$ cat config.mk
export PLATFORM = sky130hd
export DESIGN_NAME = slt_gate
export DESIGN_NICKNAME = d
export VERILOG_FILES = /design/src/rtl/slt_pkg.sv /design/src/rtl/slt_window_match.sv /design/src/rtl/slt_cfg_regs.sv /design/src/rtl/slt_link_fsm.sv /design/src/rtl/slt_gate.sv
export SDC_FILE = /design/constraint.sdc
export NUM_CORES = 1
export LEC_CHECK = 0
export BUFFER_PORTS_ARGS = -buffer_cell sky130_fd_sc_hd__buf_2
export CORE_ASPECT_RATIO = 0.9
export CORE_MARGIN = 5
export CORE_UTILIZATION = 35
export CTS_CLUSTER_DIAMETER = 60
export DETAILED_ROUTE_END_ITERATION = 12
export GPL_ROUTABILITY_DRIVEN = 0
export PLACE_DENSITY_LB_ADDON = 0.05
export SYNTH_ARGS = -nofsm -noshare
export SYNTH_HDL_FRONTEND = slang
export SYNTH_HIERARCHICAL = 1
export SYNTH_SLANG_ARGS = --single-unit
export TNS_END_PERCENT = 20
$ cat constraint.sdc
create_clock -name clk -period 6.7 [get_ports clk]
set_input_delay 0.67 -clock clk [delete_from_list [all_inputs] [get_ports clk]]
set_output_delay 0.67 -clock clk [all_outputs]
set_load 0.01 [all_outputs]
$ cat src/rtl/slt_pkg.sv
package slt_pkg;
  localparam int DATA_W   = 32;
  localparam int KEY_W    = 48;
  localparam int BEAT_W   = 8;
  localparam int BEATS    = DATA_W / BEAT_W;
  localparam int WIN_BASE = 8;

  localparam int OFS_CTRL    = 0;
  localparam int OFS_RATCHET = 1;
  localparam int OFS_BKEY_LO = 2;
  localparam int OFS_BKEY_HI = 3;
  localparam int OFS_PASS_LO = 4;
  localparam int OFS_PASS_HI = 5;
  localparam int OFS_CARD_LO = 6;
  localparam int OFS_CARD_HI = 7;

  typedef enum logic [2:0] {
    ST_IDLE,
    ST_GATHER,
    ST_ISSUE,
    ST_RESP,
    ST_ACK
  } link_st_e;

  // interleave nibbles of the two keys into a word-wide XOR mask
  function automatic logic [DATA_W-1:0] mix_mask(input logic [KEY_W-1:0] p,
                                                 input logic [KEY_W-1:0] c);
    return {p[47:44], c[47:44], p[43:40], c[43:40],
            p[7:4],   c[7:4],   p[3:0],   c[3:0]};
  endfunction
endpackage

$ cat src/rtl/slt_window_match.sv
module slt_window_match #(
  parameter int ADDR_W = 24,
  parameter int N_WIN  = 4
) (
  input  logic [ADDR_W-1:0]             addr,
  input  logic [N_WIN-1:0][ADDR_W-1:0]  win_lo,
  input  logic [N_WIN-1:0][ADDR_W-1:0]  win_hi,
  input  logic [N_WIN-1:0]              win_vld,
  output logic                          hit
);
  logic [N_WIN-1:0] in_win;

  for (genvar i = 0; i < N_WIN; i++) begin : g_win
    assign in_win[i] = win_vld[i] && (addr >= win_lo[i]) && (addr <= win_hi[i]);
  end

  assign hit = |in_win;
endmodule

$ cat src/rtl/slt_cfg_regs.sv
module slt_cfg_regs
  import slt_pkg::*;
#(
  parameter int ADDR_W      = 24,
  parameter int N_WIN       = 4,
  parameter int RATCHET_MAX = 8,
  parameter int CFG_AW      = 4
) (
  input  logic                          clk,
  input  logic                          rst_n,
  input  logic [CFG_AW-1:0]             cfg_addr,
  input  logic                          cfg_wr,
  input  logic                          cfg_rd,
  input  logic [DATA_W-1:0]             cfg_wdata,
  output logic [DATA_W-1:0]             cfg_rdata,
  output logic                          inhibit,
  output logic                          enc_en,
  output logic [KEY_W-1:0]              pass_key,
  output logic [KEY_W-1:0]              card_key,
  output logic [N_WIN-1:0][ADDR_W-1:0]  win_lo,
  output logic [N_WIN-1:0][ADDR_W-1:0]  win_hi,
  output logic [N_WIN-1:0]              win_vld
);
  localparam int RW    = $clog2(RATCHET_MAX + 1);
  localparam int KHI_W = KEY_W - DATA_W;

  logic                         inh_q, inh_d;
  logic                         enc_q, enc_d;
  logic [RW-1:0]                rat_q, rat_d;
  logic [DATA_W-1:0]            bk_lo_q, bk_lo_d, bk_hi_q, bk_hi_d;
  logic [KEY_W-1:0]             pk_q, pk_d, ck_q, ck_d;
  logic [N_WIN-1:0][ADDR_W-1:0] lo_q, lo_d, hi_q, hi_d;
  logic [N_WIN-1:0]             vld_q, vld_d;
  logic [DATA_W-1:0]            rdata_q, rd_val;

  function automatic logic hit_ofs(input logic [CFG_AW-1:0] a, input int ofs);
    return a == CFG_AW'(ofs);
  endfunction

  // next-state for all writable registers
  always_comb begin
    inh_d   = inh_q;
    enc_d   = enc_q;
    rat_d   = rat_q;
    bk_lo_d = bk_lo_q;
    bk_hi_d = bk_hi_q;
    pk_d    = pk_q;
    ck_d    = ck_q;
    lo_d    = lo_q;
    hi_d    = hi_q;
    vld_d   = vld_q;
    if (cfg_wr) begin
      if (hit_ofs(cfg_addr, OFS_CTRL)) begin
        inh_d = cfg_wdata[0];
        enc_d = cfg_wdata[1];
      end
      if (hit_ofs(cfg_addr, OFS_RATCHET) && (rat_q != RW'(RATCHET_MAX)))
        rat_d = rat_q + 1'b1;
      if (hit_ofs(cfg_addr, OFS_BKEY_LO)) bk_lo_d = cfg_wdata;
      if (hit_ofs(cfg_addr, OFS_BKEY_HI)) bk_hi_d = cfg_wdata;
      if (hit_ofs(cfg_addr, OFS_PASS_LO)) pk_d[DATA_W-1:0] = cfg_wdata;
      if (hit_ofs(cfg_addr, OFS_PASS_HI)) pk_d[KEY_W-1:DATA_W] = cfg_wdata[KHI_W-1:0];
      if (hit_ofs(cfg_addr, OFS_CARD_LO)) ck_d[DATA_W-1:0] = cfg_wdata;
      if (hit_ofs(cfg_addr, OFS_CARD_HI)) ck_d[KEY_W-1:DATA_W] = cfg_wdata[KHI_W-1:0];
      for (int i = 0; i < N_WIN; i++) begin
        if (hit_ofs(cfg_addr, WIN_BASE + 2*i)) begin
          lo_d[i]  = cfg_wdata[ADDR_W-1:0];
          vld_d[i] = cfg_wdata[DATA_W-1];
        end
        if (hit_ofs(cfg_addr, WIN_BASE + 2*i + 1))
          hi_d[i] = cfg_wdata[ADDR_W-1:0];
      end
    end
  end

  // readback selection
  always_comb begin
    rd_val = '0;
    if (hit_ofs(cfg_addr, OFS_CTRL))    rd_val = {{(DATA_W-2){1'b0}}, enc_q, inh_q};
    if (hit_ofs(cfg_addr, OFS_RATCHET)) rd_val = {{(DATA_W-RW){1'b0}}, rat_q};
    if (hit_ofs(cfg_addr, OFS_BKEY_LO)) rd_val = bk_lo_q;
    if (hit_ofs(cfg_addr, OFS_BKEY_HI)) rd_val = bk_hi_q;
    if (hit_ofs(cfg_addr, OFS_PASS_LO)) rd_val = pk_q[DATA_W-1:0];
    if (hit_ofs(cfg_addr, OFS_PASS_HI)) rd_val = {{(2*DATA_W-KEY_W){1'b0}}, pk_q[KEY_W-1:DATA_W]};
    if (hit_ofs(cfg_addr, OFS_CARD_LO)) rd_val = ck_q[DATA_W-1:0];
    if (hit_ofs(cfg_addr, OFS_CARD_HI)) rd_val = {{(2*DATA_W-KEY_W){1'b0}}, ck_q[KEY_W-1:DATA_W]};
    for (int i = 0; i < N_WIN; i++) begin
      if (hit_ofs(cfg_addr, WIN_BASE + 2*i))
        rd_val = {vld_q[i], {(DATA_W-1-ADDR_W){1'b0}}, lo_q[i]};
      if (hit_ofs(cfg_addr, WIN_BASE + 2*i + 1))
        rd_val = {{(DATA_W-ADDR_W){1'b0}}, hi_q[i]};
    end
  end

  always_ff @(posedge clk or negedge rst_n) begin
    if (!rst_n) begin
      inh_q   <= 1'b1;
      enc_q   <= 1'b0;
      rat_q   <= '0;
      bk_lo_q <= '0;
      bk_hi_q <= '0;
      pk_q    <= '0;
      ck_q    <= '0;
      lo_q    <= '0;
      hi_q    <= '0;
      vld_q   <= '0;
      rdata_q <= '0;
    end else begin
      inh_q   <= inh_d;
      enc_q   <= enc_d;
      rat_q   <= rat_d;
      bk_lo_q <= bk_lo_d;
      bk_hi_q <= bk_hi_d;
      pk_q    <= pk_d;
      ck_q    <= ck_d;
      lo_q    <= lo_d;
      hi_q    <= hi_d;
      vld_q   <= vld_d;
      if (cfg_rd) rdata_q <= rd_val;
    end
  end

  assign cfg_rdata = rdata_q;
  assign inhibit   = inh_q;
  assign enc_en    = enc_q;
  assign pass_key  = pk_q;
  assign card_key  = ck_q;
  assign win_lo    = lo_q;
  assign win_hi    = hi_q;
  assign win_vld   = vld_q;


  ratchet_cap_chk: assert property (@(posedge clk) disable iff (!rst_n)
    rat_q <= RW'(RATCHET_MAX));


  ratchet_step_chk: assert property (@(posedge clk) disable iff (!rst_n)
    (rat_q != $past(rat_q)) |-> (rat_q == $past(rat_q) + 1'b1));
endmodule

$ cat src/rtl/slt_link_fsm.sv
module slt_link_fsm
  import slt_pkg::*;
#(
  parameter int ADDR_W = 24
) (
  input  logic              clk,
  input  logic              rst_n,
  input  logic              up_start,
  input  logic              up_wr,
  input  logic [ADDR_W-1:0] up_addr,
  input  logic [BEAT_W-1:0] up_wbyte,
  output logic              up_rvalid,
  output logic [BEAT_W-1:0] up_rbyte,
  output logic              up_ack,
  output logic              up_busy,
  input  logic              permit,
  input  logic              enc_en,
  input  logic [DATA_W-1:0] key_mask,
  output logic [ADDR_W-1:0] dn_addr,
  output logic              dn_read,
  output logic              dn_write,
  output logic [DATA_W-1:0] dn_wdata,
  input  logic [DATA_W-1:0] dn_rdata,
  input  logic              dn_wait
);
  localparam int CW = $clog2(BEATS);
  localparam logic [CW-1:0] LAST = CW'(BEATS - 1);

  link_st_e          st_q, st_d;
  logic [CW-1:0]     cnt_q, cnt_d;
  logic              wr_q, wr_d;
  logic              held_q, held_d;
  logic [ADDR_W-1:0] addr_q, addr_d;
  logic [DATA_W-1:0] wbuf_q, wbuf_d, rbuf_q, rbuf_d;
  logic [DATA_W-1:0] eff_mask;
  logic              go;

  assign eff_mask = enc_en ? key_mask : '0;
  // once a request is waiting it stays committed even if the policy moves
  assign go       = (st_q == ST_ISSUE) && (permit || held_q);

  always_comb begin
    st_d   = st_q;
    cnt_d  = cnt_q;
    wr_d   = wr_q;
    held_d = held_q;
    addr_d = addr_q;
    wbuf_d = wbuf_q;
    rbuf_d = rbuf_q;
    unique case (st_q)
      ST_IDLE: begin
        if (up_start) begin
          addr_d = up_addr;
          wr_d   = up_wr;
          cnt_d  = '0;
          st_d   = up_wr ? ST_GATHER : ST_ISSUE;
        end
      end
      ST_GATHER: begin
        wbuf_d = {up_wbyte, wbuf_q[DATA_W-1:BEAT_W]};
        cnt_d  = cnt_q + 1'b1;
        if (cnt_q == LAST) st_d = ST_ISSUE;
      end
      ST_ISSUE: begin
        if (!go) begin
          rbuf_d = '0;
          cnt_d  = '0;
          st_d   = wr_q ? ST_ACK : ST_RESP;
        end else if (dn_wait) begin
          held_d = 1'b1;
        end else begin
          rbuf_d = dn_rdata ^ eff_mask;
          held_d = 1'b0;
          cnt_d  = '0;
          st_d   = wr_q ? ST_ACK : ST_RESP;
        end
      end
      ST_RESP: begin
        rbuf_d = rbuf_q >> BEAT_W;
        cnt_d  = cnt_q + 1'b1;
        if (cnt_q == LAST) st_d = ST_ACK;
      end
      ST_ACK:  st_d = ST_IDLE;
      default: st_d = ST_IDLE;
    endcase
  end

  always_ff @(posedge clk or negedge rst_n) begin
    if (!rst_n) begin
      st_q   <= ST_IDLE;
      cnt_q  <= '0;
      wr_q   <= 1'b0;
      held_q <= 1'b0;
      addr_q <= '0;
      wbuf_q <= '0;
      rbuf_q <= '0;
    end else begin
      st_q   <= st_d;
      cnt_q  <= cnt_d;
      wr_q   <= wr_d;
      held_q <= held_d;
      addr_q <= addr_d;
      wbuf_q <= wbuf_d;
      rbuf_q <= rbuf_d;
    end
  end

  assign dn_addr   = addr_q;
  assign dn_read   = go && !wr_q;
  assign dn_write  = go && wr_q;
  assign dn_wdata  = wbuf_q ^ eff_mask;
  assign up_rvalid = (st_q == ST_RESP);
  assign up_rbyte  = rbuf_q[BEAT_W-1:0];
  assign up_ack    = (st_q == ST_ACK);
  assign up_busy   = (st_q != ST_IDLE);


  req_hold_chk: assert property (@(posedge clk) disable iff (!rst_n)
    ((dn_read || dn_write) && dn_wait) |=>
      ((dn_read || dn_write) && $stable(dn_addr) && $stable(dn_write)));


  dir_excl_chk: assert property (@(posedge clk) disable iff (!rst_n)
    !(dn_read && dn_write));


  ack_pulse_chk: assert property (@(posedge clk) disable iff (!rst_n)
    up_ack |=> (!up_ack && !up_rvalid));
endmodule

$ cat src/rtl/slt_gate.sv
module slt_gate
  import slt_pkg::*;
#(
  parameter int ADDR_W      = 24,
  parameter int N_WIN       = 4,
  parameter int RATCHET_MAX = 8,
  parameter int CFG_AW      = $clog2(WIN_BASE + 2*N_WIN)
) (
  input  logic              clk,
  input  logic              rst_n,
  input  logic              up_start,
  input  logic              up_wr,
  input  logic [ADDR_W-1:0] up_addr,
  input  logic [7:0]        up_wbyte,
  output logic              up_rvalid,
  output logic [7:0]        up_rbyte,
  output logic              up_ack,
  output logic              up_busy,
  output logic [ADDR_W-1:0] dn_addr,
  output logic              dn_read,
  output logic              dn_write,
  output logic [31:0]       dn_wdata,
  input  logic [31:0]       dn_rdata,
  input  logic              dn_wait,
  input  logic [CFG_AW-1:0] cfg_addr,
  input  logic              cfg_wr,
  input  logic              cfg_rd,
  input  logic [31:0]       cfg_wdata,
  output logic [31:0]       cfg_rdata
);
  logic                         inhibit, enc_en, win_hit;
  logic [KEY_W-1:0]             pass_key, card_key;
  logic [N_WIN-1:0][ADDR_W-1:0] win_lo, win_hi;
  logic [N_WIN-1:0]             win_vld;

  slt_cfg_regs #(
    .ADDR_W(ADDR_W), .N_WIN(N_WIN), .RATCHET_MAX(RATCHET_MAX), .CFG_AW(CFG_AW)
  ) u_cfg (
    .clk(clk), .rst_n(rst_n),
    .cfg_addr(cfg_addr), .cfg_wr(cfg_wr), .cfg_rd(cfg_rd),
    .cfg_wdata(cfg_wdata), .cfg_rdata(cfg_rdata),
    .inhibit(inhibit), .enc_en(enc_en),
    .pass_key(pass_key), .card_key(card_key),
    .win_lo(win_lo), .win_hi(win_hi), .win_vld(win_vld)
  );

  slt_window_match #(.ADDR_W(ADDR_W), .N_WIN(N_WIN)) u_match (
    .addr(dn_addr), .win_lo(win_lo), .win_hi(win_hi), .win_vld(win_vld),
    .hit(win_hit)
  );

  slt_link_fsm #(.ADDR_W(ADDR_W)) u_link (
    .clk(clk), .rst_n(rst_n),
    .up_start(up_start), .up_wr(up_wr), .up_addr(up_addr), .up_wbyte(up_wbyte),
    .up_rvalid(up_rvalid), .up_rbyte(up_rbyte), .up_ack(up_ack), .up_busy(up_busy),
    .permit(win_hit && !inhibit), .enc_en(enc_en),
    .key_mask(mix_mask(pass_key, card_key)),
    .dn_addr(dn_addr), .dn_read(dn_read), .dn_write(dn_write),
    .dn_wdata(dn_wdata), .dn_rdata(dn_rdata), .dn_wait(dn_wait)
  );


  inhibit_gate_chk: assert property (@(posedge clk) disable iff (!rst_n)
    $rose(dn_read || dn_write) |-> !inhibit);


  window_gate_chk: assert property (@(posedge clk) disable iff (!rst_n)
    $rose(dn_read || dn_write) |-> win_hit);
endmodule

==> reports/qor.txt <==
Worst Hold Class = in -> async
Yosys Warn Count = 6
Die X = 310 um
Post-Syn Area = 28300 um2
Total CTS buffers = 59
Die Area = 86800 um2
Critical path peak fanout = 30
Slew headroom = 19.4%
DRT antenna net count = 0
Maximum level of the CTS H-tree = 2
Sequential fraction of the synthesis area = 43.2%
GRT overflow = 0
Largest vdd supply drop = 0.000193 V
Kind of critical path = reg -> out
HPWL after DPL = 72700 um
Setup violators final = 0
Total wire length = 102000 um
Ys async rst share = 100%
Min Tclk post-route = 5.43 ns
DR pass1 iterations = 5
Top Usage Layer GRT = met2
Sink Count = 489
Area contributors post-synth = dfrtp_1, mux2_2, ha_1
Post-synth top flop = dfrtp_1
Status = complete, no violations
Critical Path Sink Type = output pin
Area of the core = 80600 um2
Leakage power = 14.6 nW
WL/cell = 26.8 um
1st-iter DRT viols = 1638
Die H = 280 um
Clk_lat worst skew = 0.64 ns
Initial antenna violation count = 3
Final hold viol count = 0
Unrepaired setup endpoints after global routing = no
GRT Total Usage = 23.1%
Max Cap Viol = 0
Final setup TNS = 0 ns
Bufs on Longest Clock Path = 3
Drt drc = 0
#FFs+latches synth = 489
Synth top area share = 43.1%
Slew at the pin with the worst max-slew slack = 1.21 ns
Post-CTS Setup Inserts = 0
Required time worst endpoint = 6.03 ns
Area delta synth->final = 13.6%
Clock transition at the registers of the reported paths = 0.06 ns
Initial Util = 35.1%
Layout cell share with drive strength beyond 1 = 28.0%
Placed cell areas = 30100 um2
Met3 global-route usage = 3.58%
Largest net degree at the start of global routing = 155
Max Clk Rate = 184 MHz
Final Cycle Share = 81.1%
Post-route cell area = 32200 um2
Fillcell total = 7872
Count leader, synth = dfrtp_1
Syn nets = 2878
PwrDens = 399 nW/um2
Rows = 99
Number of port buffers = 207
Post-Syn Instances = 2576
Commonest cells post-synth = dfrtp_1, mux2_2, inv_1
Yosys top cell by area = dfrtp_1
Post-CTS Hold Fix Bufs = 0
Met2 GRT Util = 36.3%
Post-synth EDFFs = 0
Distinct cells, synth = 83
Vias in the first global route = 21843
# resized after CTS = 0
GR Layer Usage met1 = 32.9%
DR vias/cell = 5.54
Startpoint Class = register
Root Buffer Master = clkbuf_16
Final net count = 3009
Synth Area per Inst = 11.0 um2
Ports = 208
Pins Over Slew Limit = 0
Vias = 21180
Critical path data arrival time = 4.76 ns
First-pass GRT wire length = 151000 um
Clock Skew = 0.0176 ns
TritonCTS clock tree = built
[per-stage QoR]
| step | setup WS, ns | cells | power (mW) | utilization [%] | hold WS (ns) |
|---|---|---|---|---|---|
| after floorplan | 3.11 | 2576 | 7.78 | - | 0.374 |
| after global placement | 1.95 | 3706 | 9.36 | 37.4 | 0.463 |
| after detailed placement | 1.91 | 3706 | 9.47 | 37.4 | 0.470 |
| after CTS | 1.22 | 3816 | 12.9 | 39.9 | 0.104 |
| after global routing | 1.07 | 3818 | 13.7 | 39.9 | 0.146 |
| final | 1.27 | 3820 | 12.8 | 39.9 | 0.0973 |
[per-layer routing]
layer	part of all wire [%]	vias to the layer above
met4	3.5	0
met5	0	-
li1	-	9667
met3	4.9	168
met1	46	10790
met2	45	555
[final timing paths]
kind                                                start                               to  slack (ns)  cells past startpoint
max in group asynchronous                           rst_n    u_link/rbuf_q[12]$_DFFE_PN0P_        5.13                      2
hold reg to reg               u_link/cnt_q[0]$_DFFE_PN0P_      u_link/cnt_q[0]$_DFFE_PN0P_        0.48                      1
hold / removal                                      rst_n  u_cfg/cfg_rdata[26]$_DFFE_PN0P_         0.1                      1
setup / recovery           u_link/dn_addr[17]$_DFFE_PN0P_                         dn_write        1.27                     12
min in group clk                              up_wbyte[1]    u_link/wbuf_q[25]$_DFFE_PN0P_        0.26                      2
setup reg to reg           u_link/dn_addr[11]$_DFFE_PN0P_    u_link/rbuf_q[30]$_DFFE_PN0P_        1.80                     11
[state kept, by name, summed over array words and instances, names as in the netlist]
register         cells
u_cfg/bk_hi_q       32
u_cfg/inhibit        1
u_cfg/cfg_rdata     32
u_cfg/win_hi        96
u_link/held_q        1
u_link/wr_q          1
u_link/dn_addr      24
u_cfg/win_vld        4
u_cfg/pass_key      48
u_cfg/enc_en         1
u_cfg/card_key      48
u_link/st_q          3
u_link/wbuf_q       32
u_link/cnt_q         2
u_cfg/rat_q          4
u_link/rbuf_q       32
u_cfg/bk_lo_q       32
u_cfg/win_lo        96
[layout by cell type (no fill, tap or decap), types with 10 or more instances in the layout]
master     instances
ha_1             195
nand2b_1          10
nor3_1            43
clkbuf_16         59
o32a_1            11
clkbuf_8          20
buf_2            204
nand3b_1          10
buf_4             38
mux2_1            54
a22oi_1           20
mux2_4            20
a221oi_1          36
mux2i_1           16
nand4_1           33
o211ai_1          47
clkbuf_1          13
a21boi_0          28
nand2_1          127
and3b_1           24
a2bb2oi_1         27
dfrtp_1          487
mux2_2           373
a211oi_1          30
o22ai_1           13
a222oi_1          15
nor2_1            69
nor2b_1           10
xnor2_1           42
inv_1            203
a21oi_1          143
nand3_1           31
a21o_1            33
o21ai_0           88
a22o_1            29
[report_power, final]
group / internal, mW / switching (mW) / leakage, nW
clock: 2.03 / 1.35 / 1.01
combinational: 2.17 / 2.56 / 7.58
sequential: 3.79 / 0.930 / 5.98
total: 8.00 / 4.84 / 14.6
[cells by family (layout without fill, tap and decap cells)]
kind of cell               after synthesis  count (layout)  synth area share, %
muxes                                  464             464                 18.7
xor gates and xnor gates                42              42                 1.30
DFF                                    489             489                 43.2
adders and majority gates              195             195                 8.61
buffers and inverters                  381             561                 6.09
AOI/OAI and AO/OA                      592             592                 14.5
other                                    0               4                    0
and+or+nand+nor                        413             413                 7.63
[area by class of cell]
class / count / area [um2] / area share [%]
Clock buffer: 92 / 1800 / 5.59
Clock inverter: 18 / 251 / 0.781
Multi-Input combinational cell: 1706 / 14400 / 44.8
Sequential cell: 489 / 12200 / 38.0
Antenna cell: 4 / 10.0 / 0.0311
Inverter: 204 / 766 / 2.38
Timing Repair Buffer: 247 / 1390 / 4.32
Tap cell: 1060 / 1330 / 4.12
[critical path, cell delays in order, from the launching register on]
cell and delay [ns]:
dfrtp_1 0.56, ha_1 0.32, a21o_1 0.18, nand3_1 0.11, a21oi_1 0.09, a2111oi_0 0.93, a32o_1 0.32, o211ai_1 0.11
nand4_1 0.24, nor2b_4 0.27, o21ba_2 0.62, and3_1 0.24, buf_2 0.12
(Power assumes the default switching activity.)
